<file path="config.mk">
export PLATFORM = sky130hd
export DESIGN_NAME = sram_cycle_ctrl
export DESIGN_NICKNAME = d
export VERILOG_FILES = /design/src/rtl/sram4k_pkg.sv /design/src/rtl/sram_cycle_ctrl.sv
export SDC_FILE = /design/constraint.sdc
export NUM_CORES = 1
export LEC_CHECK = 0
export BUFFER_PORTS_ARGS = -buffer_cell sky130_fd_sc_hd__buf_2
export CAP_MARGIN = 25
export CORE_MARGIN = 10
export CORE_UTILIZATION = 54
export CTS_BUF_LIST = sky130_fd_sc_hd__clkbuf_8
export CTS_CLUSTER_SIZE = 10
export DETAILED_ROUTE_END_ITERATION = 12
export PLACE_DENSITY = 0.87
export SETUP_SLACK_MARGIN = 0.1
export SLEW_MARGIN = 25
export SYNTH_ARGS = -nofsm -noshare
export SYNTH_HDL_FRONTEND = slang
export SYNTH_SLANG_ARGS = --single-unit
</file>
<file path="constraint.sdc">
create_clock -name clk -period 4.4 [get_ports clk]
set_input_delay 0.88 -clock clk [delete_from_list [all_inputs] [get_ports clk]]
set_output_delay 0.88 -clock clk [all_outputs]
set_load 0.05 [all_outputs]
</file>
<file path="src/rtl/sram4k_pkg.sv">
package sram4k_pkg;
  typedef enum logic [1:0] {
    CYC_IDLE   = 2'd0,
    CYC_READ   = 2'd1,
    CYC_EWRITE = 2'd2,
    CYC_RMW    = 2'd3
  } cyc_kind_e;
endpackage

</file>
<file path="src/rtl/sram_cycle_ctrl.sv">
module sram_cycle_ctrl
  import sram4k_pkg::*;
#(
  parameter int AW        = 12,
  parameter int ACC_CLKS  = 20,
  parameter int LEAD_CLKS = 4,
  localparam int TW = $clog2(ACC_CLKS + 1),
  localparam int LW = $clog2(LEAD_CLKS + 1)
) (
  input  logic          clk,
  input  logic          rst_n,
  input  logic          ce_fall,
  input  logic          ce_rise,
  input  logic          we_fall,
  input  logic          we_s,
  input  logic [AW-1:0] addr_s,
  input  logic          din_s,
  input  logic          rd_bit,
  output cyc_kind_e     mode,
  output logic [TW-1:0] acc_cnt,
  output logic [AW-1:0] addr_l,
  output logic          wr_en,
  output logic          wr_bit,
  output logic          dout,
  output logic          dout_en,
  output logic          dout_undef
);
  cyc_kind_e     mode_n;
  logic [AW-1:0] addr_n;
  logic          data_q, data_n;
  logic [TW-1:0] acc_n;
  logic [LW-1:0] lead_q, lead_n;
  logic          undef_q, undef_n;
  logic          acc_open;

  assign acc_open = (acc_cnt < TW'(ACC_CLKS));

  always_comb begin
    mode_n  = mode;
    addr_n  = addr_l;
    data_n  = data_q;
    acc_n   = acc_cnt;
    lead_n  = lead_q;
    undef_n = undef_q;
    wr_en   = 1'b0;
    unique case (mode)
      CYC_IDLE: begin
        if (ce_fall) begin
          addr_n  = addr_s;
          acc_n   = '0;
          lead_n  = '0;
          undef_n = 1'b0;
          if (!we_s) begin
            mode_n = CYC_EWRITE;
            data_n = din_s;
          end else begin
            mode_n = CYC_READ;
          end
        end
      end
      CYC_READ: begin
        if (acc_open) acc_n = acc_cnt + TW'(1);
        if (ce_rise) begin
          mode_n  = CYC_IDLE;
          undef_n = 1'b0;
        end else if (we_fall) begin
          mode_n  = CYC_RMW;
          data_n  = din_s;
          lead_n  = LW'(1);
          undef_n = acc_open;
        end
      end
      CYC_EWRITE: begin
        if (ce_rise) begin
          wr_en  = 1'b1;
          mode_n = CYC_IDLE;
        end
      end
      CYC_RMW: begin
        if (acc_open) acc_n = acc_cnt + TW'(1);
        if (lead_q < LW'(LEAD_CLKS)) lead_n = lead_q + LW'(1);
        if (ce_rise) begin
          wr_en   = (lead_q >= LW'(LEAD_CLKS));
          mode_n  = CYC_IDLE;
          undef_n = 1'b0;
        end
      end
      default: mode_n = CYC_IDLE;
    endcase
  end

  always_ff @(posedge clk or negedge rst_n) begin
    if (!rst_n) begin
      mode    <= CYC_IDLE;
      addr_l  <= '0;
      data_q  <= 1'b0;
      acc_cnt <= '0;
      lead_q  <= '0;
      undef_q <= 1'b0;
    end else begin
      mode    <= mode_n;
      addr_l  <= addr_n;
      data_q  <= data_n;
      acc_cnt <= acc_n;
      lead_q  <= lead_n;
      undef_q <= undef_n;
    end
  end

  assign wr_bit     = data_q;
  assign dout_en    = ((mode == CYC_READ) || (mode == CYC_RMW)) && (!acc_open || undef_q);
  assign dout       = undef_q ? 1'b0 : rd_bit;
  assign dout_undef = undef_q;
endmodule

</file>
==> results of run 1 <==
registers in the layout (all words and copies together), names as in the netlist:
name,count
acc_cnt,5
addr_l,12
wr_bit,1
mode,2
dout_undef,1
lead_q,3
kinds of logic (layout without fill, tap and decap cells):
group	Yosys count	count (layout)	synth area share
XOR/XNOR	1	1	0.00765
multiplexers	16	16	0.178
flip-flops	24	24	0.525
adder cells (fa/ha/maj)	2	2	0.0219
AO/OA/AOI/OAI	21	21	0.117
AND/OR/NAND/NOR	20	20	0.0995
buffers and inverters	7	49	0.0514
layer usage:
layer	share of wire	vias to the layer above
met4	0.018	0
li1	-	413
met3	0.062	5
met5	0	-
met1	0.34	418
met2	0.57	35
cell usage in the layout (no fill, tap or decap), types with 2 or more instances in the layout:
master / synthesis / layout
o21ai_0: 5 / 5
nand2_1: 4 / 4
a22o_1: 3 / 3
a21oi_1: 6 / 6
clkbuf_8: 0 / 3
ha_1: 2 / 2
inv_1: 2 / 2
mux2_2: 7 / 7
nand3b_1: 2 / 2
dfrtp_1: 24 / 24
buf_2: 1 / 43
mux2_4: 7 / 7
nand2b_1: 3 / 3
nor2_1: 3 / 3
mux2i_1: 2 / 2
o22ai_1: 2 / 2
o21a_1: 2 / 2
nand4_1: 2 / 2
nand3_1: 2 / 2
area by class of cell:
class / instances / area (sq um) / share of cell area
clock buffers: 3 / 41.3 / 0.0292
clock inverters: 1 / 30.0 / 0.0212
repair buffers: 43 / 215 / 0.152
inverters: 2 / 7.51 / 0.00531
multi-input cells: 60 / 485 / 0.343
flip-flops and latches: 24 / 601 / 0.425
well taps: 27 / 33.8 / 0.0239
critical path: cells and delay by family (launching register included):
family                 cells  cell delay (ns)
DFF                        1             0.70
buffers and inverters      1             0.20
and+or+nand+nor            2             0.42
worst max-delay path by stage:
stage                        from      end  slack, ns  cells after the start
after floorplan           mode[0]  dout_en       1.93                      3
after global placement    ce_rise    wr_en       2.11                      3
after detailed placement  ce_rise    wr_en       2.10                      3
after CTS                 mode[0]    wr_en       1.94                      3
after global routing      mode[0]    wr_en       1.84                      3
final                     mode[0]    wr_en       1.93                      3
through the flow:
stage,hold WS (ns),cell area [sq um],instances
after global routing,0.524,1410,160
after global placement,0.484,1340,156
after floorplan,0.518,1140,91
after detailed placement,0.490,1340,156
final,0.507,1410,160
after CTS,0.509,1410,160
report_power, final:
group          switching (mW)  internal (mW)
Sequential             0.0513          0.276
Combinational           0.279          0.122
Clock                  0.0712          0.122
==> out/qor.yml, run 1 <==
status:
  outcome: "completed"
place:
  hpwl_um: 2160
  gp_congestion: 0.823
  io_buffers: 43
  pre_cts_ws_ns: 2.10
sta:
  fin_crit_ns: 2.47
  rsz0062_at_grt: "false"
  clock-skew-final_ns: 0.00396
  hold_viol_final: 0
  setup_violations: 0
  relSlewSlack: 0.631
  max_freq_mhz: 405
  fin_crit_sh: 0.561
  worst_slack_ns: 1.93
  maxSlewViolCount: 0
  tightest_slew_ns: 0.553
  fin_setup_tns_ns: 0
clocking:
  cts_hold_buffers: 0
  h-tree-depth: 1
  cts.repair.resized: 0
  clkSlewWorstSetupHoldPaths_ns: 0.08
  numClockSinks: 24
  ctsRootBufferMaster: "clkbuf_8"
  clock_latency_ns: 0.27
  clockBufferDepth: 2
  cts_buffers: 3
  cts_tree: "yes"
  post-cts-setup-buffers: 0
logic_synthesis:
  syn-num-nets: 113
  ys_async_sr_fraction: 1.00
  synth_top_area_frac: 0.525
  ys_seq_area_frac: 0.525
  synth-edff-count: 0
  postSynthRegisterBits: 24
  synth.area.top_cells: "dfrtp_1 52%, mux2_4 9.2%, mux2_2 6.9%"
  syn_area_per_cell_sq_um: 12.6
  ys_warn_count: 0
  synth_cells: 91
  ys_dominant_reg_cell: "dfrtp_1"
  synth.largest_area_cell: "dfrtp_1"
  synth_common_cells: "24 x dfrtp_1, 7 x mux2_2, 7 x mux2_4"
  syn_area_sq_um: 1140
  yosysUniqueCellTypes: 29
  post-synth-top-count-cell: "dfrtp_1"
critical_path:
  cp-start-kind: "register"
  required_ns: 3.52
  r2r_slack_ns: 2.53
  end_kind: "output port"
  reg2reg_depth: 3
  critPathMaxFanout: 19
  crit_slowest_cell: "dfrtp_1"
  max_stage_delay_ns: 0.70
  critPathKind: "register to output port"
  crit_path_cell_trace: "nand2b_1 -> and3_2 -> buf_2"
  r2r_start: "mode[0]"
  r2r-end: "wr_bit"
  crit_arrival_ns: 1.59
die:
  dieArea_sq_um: 4360
  die_y_um: 66.0
  start_util: 0.578
  rows: 16
  die_w_um: 66.0
  ios: 44
  coreArea_sq_um: 1980
finish:
  finalNetCount: 156
  num_antenna_cells: 0
  syn2layout_area_growth_pct: 23.5
  layout-drive-gt1-share: 0.474
  nFillCells: 140
  fin_util: 0.713
routing:
  num_vias: 871
  routed_wl_um: 2730
  wl_per_cell_um: 17.0
  route.detailed.drc: 0
  drt_iter0_drc: 42
  viasPerCell: 5.44
  dr.pass1.iters: 4
  ant_nets: 0
grt:
  met1_usage: 0.115
  overflow: 0
  use_met2: 0.237
  use_met3: 0.0288
  antenna_found_initial: 0
  grt_pass1_vias: 968
  grt_max_degree: 25
  grt_usage: 0.122
  grt_pass1_wl_um: 4220
  grt-busiest-layer: "met2"
worst_hold_path:
  min_from: "addr_l[2]"
  hold_depth: 1
  min_path_type: "register to register"
  whs_endpoint: "addr_l[2]"
pwr:
  irDropWorstVdd_mv: 0.372
  leakagePower_nw: 0.723
  p_total_mw: 0.922
  p_per_area_nw_per_um2: 652
flow_run:
  max_cap_viol_count: 0
Note: power is estimated with default switching activity, not from simulation.
==> run 2: changes to the inputs <==
ABC_AREA = 1   (was not set)
CORE_UTILIZATION = 50   (was 54)
PLACE_DENSITY = 0.81   (was 0.87)
clock period = 2.5 ns   (was 4.4 ns; I/O delays follow)
==> out/qor.yml, run 2 <==
logic_synthesis:
  ys_seq_area_frac: 0.508  # was 0.525
  synth_top_area_frac: 0.508  # was 0.525
  synth.area.top_cells: "dfrtp_1 51%, nand2_1 23%, nand3_1 5.5%"  # was dfrtp_1 52%, mux2_4 9.2%, mux2_2 6.9%
  synth-xor-area-share: 0.00742  # was 0.00765
  ys_warn_count: 0  # unchanged
  synth.largest_area_cell: "dfrtp_1"  # unchanged
  postSynthRegisterBits: 24  # unchanged
  ys_dominant_reg_cell: "dfrtp_1"  # unchanged
  syn_area_per_cell_sq_um: 7.52  # was 12.6 sq um
  synthAdderAreaFrac: 0.0212  # was 0.0219
  synth-edff-count: 0  # unchanged
  synth-simple-area-share: 0.359  # was 0.0995
  synth_compound_area_frac: 0.0413  # was 0.117
  synth_top_family_by_area: "simple AND/OR/NAND/NOR gates"  # was multiplexers
  post-synth-top-count-cell: "nand2_1"  # was dfrtp_1
  synth_common_cells: "72 x nand2_1, 24 x dfrtp_1, 14 x nor2_1"  # was 24 x dfrtp_1, 7 x mux2_2, 7 x mux2_4
  synth_cells: 157  # was 91
  yosysUniqueCellTypes: 18  # was 29
  syn-num-nets: 179  # was 113
  ys_async_sr_fraction: 1.00  # unchanged
  yosys-mux-area-fraction: 0  # was 0.178
  syn_area_sq_um: 1180  # was 1140 sq um
critical_path:
  r2r_start: "mode[1]"  # was mode[0]
  max_stage_delay_ns: 0.48  # was 0.70 ns
  critPathMaxFanout: 11  # was 19
  end_kind: "output port"  # unchanged
  cp-start-kind: "register"  # unchanged
  cp_top_family: "flip-flops"  # unchanged
  required_ns: 2.00  # was 3.52 ns
  r2r_slack_ns: 1.07  # was 2.53 ns
  r2r-end: "addr_l[8]"  # was wr_bit
  worst-path-buf-inv: 2  # was 1
  critPathKind: "register to output port"  # unchanged
  crit_arrival_ns: 1.40  # was 1.59 ns
  reg2reg_depth: 5  # was 3
  crit_slowest_cell: "dfrtp_1"  # unchanged
  crit_path_cell_trace: "inv_2 -> o21ai_2 -> nor2_1 -> buf_2"  # was nand2b_1 -> and3_2 -> buf_2
clocking:
  cts_hold_buffers: 0  # unchanged
  cts.repair.resized: 0  # unchanged
  clockBufferDepth: 2  # unchanged
  numClockSinks: 24  # unchanged
  ctsRootBufferMaster: "clkbuf_8"  # unchanged
  clock_latency_ns: 0.26  # was 0.27 ns
  cts_buffers: 3  # unchanged
  post-cts-setup-buffers: 0  # unchanged
  clkSlewWorstSetupHoldPaths_ns: 0.08  # about the same
  h-tree-depth: 1  # unchanged
  cts_tree: "yes"  # unchanged
grt:
  grt_pass1_vias: 1173  # was 968
  overflow: 0  # unchanged
  grt_usage: 0.140  # was 0.122
  grt_pass1_wl_um: 5060  # was 4220 um
  grt_max_degree: 25  # unchanged
  antenna_found_initial: 0  # unchanged
die:
  coreArea_sq_um: 2230  # was 1980 sq um
  dieArea_sq_um: 4710  # was 4360 sq um
  start_util: 0.529  # was 0.578
  die_w_um: 68.6  # was 66.0 um
  rows: 17  # was 16
  ios: 44  # unchanged
  die_y_um: 68.6  # was 66.0 um
finish:
  syn2layout_area_growth_pct: 22.2  # was 23.5%
  final_common_cell: "nand2_1"  # was buf_2
  largest-register: "addr_l"  # unchanged
  nFillCells: 197  # was 140
  fin_util: 0.646  # was 0.713
  layout-drive-gt1-share: 0.261  # was 0.474
  largestRegisters: "addr_l (12), acc_cnt (5), lead_q (3)"  # unchanged
  finalNetCount: 223  # was 156
  finalNonFillerCells: 227  # was 160
  final_cell_mix: "72 x nand2_1, 43 x buf_2, 24 x dfrtp_1, 14 x nor2_1, 13 x nand3_1"  # was 43 x buf_2, 24 x dfrtp_1, 7 x mux2_4, 7 x mux2_2, 6 x a21oi_1
  largest_reg_flops: 12  # unchanged
  num_antenna_cells: 0  # unchanged
sta:
  setup_violations: 0  # unchanged
  fin_crit_sh: 0.758
  fin_crit_ns: 1.90
  maxSlewViolCount: 0  # unchanged
  hold_viol_final: 0  # unchanged
  relSlewSlack: 0.653  # was 0.631
  max_freq_mhz: 528
  fin_setup_tns_ns: 0  # unchanged
  rsz0062_at_grt: "false"  # unchanged
  clock-skew-final_ns: 0.00256  # was 0.00396 ns
  worst_slack_ns: 0.605  # was 1.93 ns
  tightest_slew_ns: 0.520  # was 0.553 ns
place:
  hpwl_um: 2320  # was 2160 um
  dp.cells: 224  # was 156
  gp_congestion: 0.889  # was 0.823
  io_buffers: 43  # unchanged
  pre_cts_ws_ns: 0.906  # was 2.10 ns
worst_hold_path:
  min_path_type: "input port to asynchronous set/reset pin"  # was register to register
routing:
  num_vias: 1139  # was 871
  routed_wl_um: 3050  # was 2730 um
  dr.pass1.iters: 4  # unchanged
  ant_nets: 0  # unchanged
  wl_per_cell_um: 13.4  # was 17.0 um
  route.detailed.drc: 0  # unchanged
  drt_iter0_drc: 77  # was 42
  viasPerCell: 5.02  # was 5.44
status:
  outcome: "completed"  # unchanged
pwr:
  irDropWorstVdd_mv: 0.837  # was 0.372 mV
  p_total_mw: 1.98  # was 0.922 mW
  leakagePower_nw: 0.862  # was 0.723 nW
  p_per_area_nw_per_um2: 1370  # was 652 nW/um^2
flow_run:
  max_cap_viol_count: 0  # unchanged
run 2: cell types whose count changed after synthesis, sizes merged, moves of 3 or more:
cell / change
a21oi: -3
a22o: -3
inv: +10
mux2: -14
nand2: +69
nand2b: -3
nand3: +11
nor2: +13
run 2: area by class of cell:
| class | instances | area [sq um] | area share |
|---|---|---|---|
| sequential | 24 | 601 | 0.416 |
| inverter | 12 | 45.0 | 0.0312 |
| multi-input combinational | 117 | 507 | 0.351 |
| clock buffer | 3 | 41.3 | 0.0286 |
| timing repair buffer | 43 | 215 | 0.149 |
| tap | 28 | 35.0 | 0.0243 |
run 2: metrics by stage:
stage / hold slack [ns] / cell area, sq um
global route: 0.245 / 1440
floorplan: 0.204 / 1180
finish: 0.201 / 1440
global placement: 0.456 / 1400
detailed placement: 0.464 / 1400
CTS: 0.227 / 1440
run 2: layer usage:
metal  vias to the layer above  wire [um]  global-route usage
met5                         -          0                   0
met4                         0         59              0.0603
met3                         7        345              0.0644
met2                        42       1380               0.228
met1                       512       1260               0.155
li1                        578          -                   -
run 2: worst max-delay path by stage:
stage                from  endpoint  slack [ns]  cells past startpoint
6_report          mode[0]     wr_en        0.60                      4
5_1_grt           mode[0]     wr_en        0.49                      4
4_1_cts           mode[0]     wr_en        0.62                      4
3_5_place_dp      mode[0]     wr_en        0.91                      4
3_3_place_gp      mode[0]     wr_en        0.95                      4
2_1_floorplan  acc_cnt[2]   dout_en        0.37                      4
run 2: report_power, final:
group / internal (mW) / switching (mW) / leakage (nW) / total [mW]
clock network: 0.108 / 0.112 / 0.0216 / 0.220
logic: 0.245 / 0.866 / 0.532 / 1.11
registers: 0.530 / 0.121 / 0.309 / 0.651
total: 0.883 / 1.10 / 0.862 / 1.98
run 2: cells by family after synthesis:
family,count (synthesis)
xor gates and xnor gates,1
buffers and inverters,16
adders and majority gates,2
AOI/OAI and AO/OA,9
DFF,24
and+or+nand+nor,105
run 2: worst register-to-register path, stage by stage (launching register included):
cell	delay [ns]
dfrtp_1	0.50
nor2_2	0.21
nand2_2	0.24
inv_2	0.27
nand2_1	0.08
nand2_1	0.07
==> run 3: changes to the inputs <==
clock period = 2 ns   (was 2.5 ns; I/O delays follow)
==> out/qor.yml, run 3 (same netlist as run 2, synthesis figures left out) <==
sta:
  fin_crit_ns: 1.78
  hold_viol_final: 0  # unchanged
  rsz0062_at_grt: "false"  # unchanged
  max_freq_mhz: 561
  maxSlewViolCount: 0  # unchanged
  relSlewSlack: 0.660  # was 0.653
  worst_slack_ns: 0.217  # was 0.605 ns
  fin_setup_tns_ns: 0  # unchanged
  tightest_slew_ns: 0.510  # was 0.520 ns
  fin_crit_sh: 0.892
  clock-skew-final_ns: 0.00169  # was 0.00256 ns
  setup_violations: 0  # unchanged
flow_run:
  max_cap_viol_count: 0  # unchanged
clocking:
  clock_latency_ns: 0.26  # about the same
  cts_buffers: 3  # unchanged
  ctsRootBufferMaster: "clkbuf_8"  # unchanged
  clockBufferDepth: 2  # unchanged
  h-tree-depth: 1  # unchanged
  clkSlewWorstSetupHoldPaths_ns: 0.08  # about the same
  cts_tree: "yes"  # unchanged
  post-cts-setup-buffers: 0  # unchanged
  numClockSinks: 24  # unchanged
finish:
  num_antenna_cells: 0  # unchanged
  layout-drive-gt1-share: 0.275  # was 0.261
  fin_area_sq_um: 1470  # was 1440 sq um
  largest_reg_flops: 12  # unchanged
  finalNetCount: 223  # unchanged
  final_common_cell: "nand2_1"  # unchanged
  largestRegisters: "addr_l (12), acc_cnt (5), lead_q (3)"  # unchanged
  nFillCells: 198  # was 197
  largest-register: "addr_l"  # unchanged
  syn2layout_area_growth_pct: 24.0  # was 22.2%
  final_cell_mix: "72 x nand2_1, 43 x buf_2, 24 x dfrtp_1, 13 x nand3_1, 12 x nor2_1"  # was 72 x nand2_1, 43 x buf_2, 24 x dfrtp_1, 14 x nor2_1, 13 x nand3_1
die:
  rows: 17  # unchanged
  die_y_um: 68.6  # unchanged
  coreArea_sq_um: 2230  # unchanged
  start_util: 0.529  # unchanged
  die_w_um: 68.6  # unchanged
  ios: 44  # unchanged
  dieArea_sq_um: 4710  # unchanged
critical_path:
  cp-start-kind: "register"  # unchanged
  crit_arrival_ns: 1.38  # was 1.40 ns
  critPathKind: "register to output port"  # unchanged
  critPathMaxFanout: 11  # unchanged
  end_kind: "output port"  # unchanged
  required_ns: 1.60  # was 2.00 ns
grt:
  antenna_found_initial: 0  # unchanged
  grt_pass1_vias: 1169  # was 1,173
  grt_max_degree: 25  # unchanged
  grt_usage: 0.140  # about the same
  grt_pass1_wl_um: 5100  # was 5060 um
  overflow: 0  # unchanged
routing:
  routed_wl_um: 2920  # was 3050 um
  wl_per_cell_um: 12.8  # was 13.4 um
  dr.pass1.iters: 4  # unchanged
  drt_iter0_drc: 100  # was 77
  route.detailed.drc: 0  # unchanged
  viasPerCell: 5.04  # was 5.02
  num_vias: 1149  # was 1,139
  ant_nets: 0  # unchanged
pwr:
  p_sw_frac: 0.546  # was 0.554
  leakagePower_nw: 0.870  # was 0.862 nW
  p_comb_frac: 0.550  # was 0.561
  irDropWorstVdd_mv: 1.12  # was 0.837 mV
  p_seq_frac: 0.324  # was 0.329
  p_clk_frac: 0.126  # was 0.111
  p_per_area_nw_per_um2: 1730  # was 1370 nW/um^2
  p_sw_mw: 1.38  # was 1.10 mW
  internal_power_mw: 1.15  # was 0.883 mW
worst_hold_path:
  min_path_type: "input port to asynchronous set/reset pin"  # unchanged
place:
  hpwl_um: 2290  # was 2320 um
  pre_cts_ws_ns: 0.467  # was 0.906 ns
  dpl_cell_area_sq_um: 1410  # was 1400 sq um
  gp_congestion: 0.892  # was 0.889
  io_buffers: 43  # unchanged
status:
  outcome: "completed"  # unchanged
run 3: path summary, 6_finish.rpt:
kind                             from          to  slack (ns)  cells after the start
setup / recovery              mode[0]       wr_en        0.22                      4
hold / removal                  rst_n  dout_undef        0.09                      1
setup reg to reg              mode[1]   addr_l[4]        0.54                      5
hold reg to reg             addr_l[5]   addr_l[5]        0.48                      2
max in group asynchronous       rst_n     mode[1]        1.56                      1
min in group clk           addr_s[11]  addr_l[11]        0.33                      3
run 3: power by group through the flow:
stage          clock (mW)  combinational (mW)  sequential, mW
2_1_floorplan           0               0.526            1.38
3_3_place_gp            0                1.38           0.809
3_5_place_dp            0                1.40           0.818
4_1_cts             0.327                1.41           0.817
5_1_grt             0.350                1.52           0.850
6_report            0.320                1.39           0.819
run 3: cell type report:
type / count / area [sq um] / area share
clock buffers: 4 / 55.1 / 0.0376
multi-input cells: 117 / 512 / 0.349
inverters: 12 / 47.5 / 0.0325
well taps: 28 / 35.0 / 0.0239
flip-flops and latches: 24 / 601 / 0.410
repair buffers: 43 / 215 / 0.147
run 3: per-stage QoR:
stage               power [mW]  instances  hold slack [ns]   util
floorplan                 1.90        157            0.104      -
global placement          2.19        224            0.403  0.630
detailed placement        2.22        224            0.409  0.630
CTS                       2.55        228            0.126  0.655
global route              2.72        228            0.142  0.656
finish                    2.53        228           0.0942  0.656
run 3: timing repair:
action / CTS / global route
resized for setup: 0 / 1
hold buffers: 0 / 0
setup endpoints to repair: 0 / 1
run 3: metal layers:
metal	vias to the layer above	global-route usage	routed length [um]
met1	518	0.156	1240
met2	49	0.235	1310
met5	-	0	0
li1	574	-	-
met3	8	0.0548	315
met4	0	0.0528	51
run 3: worst max-delay path, cell delays in order, from the launching register on:
cell and delay (ns):
dfrtp_1 0.50, inv_4 0.17, o21ai_2 0.09, nor2_2 0.09, buf_2 0.26
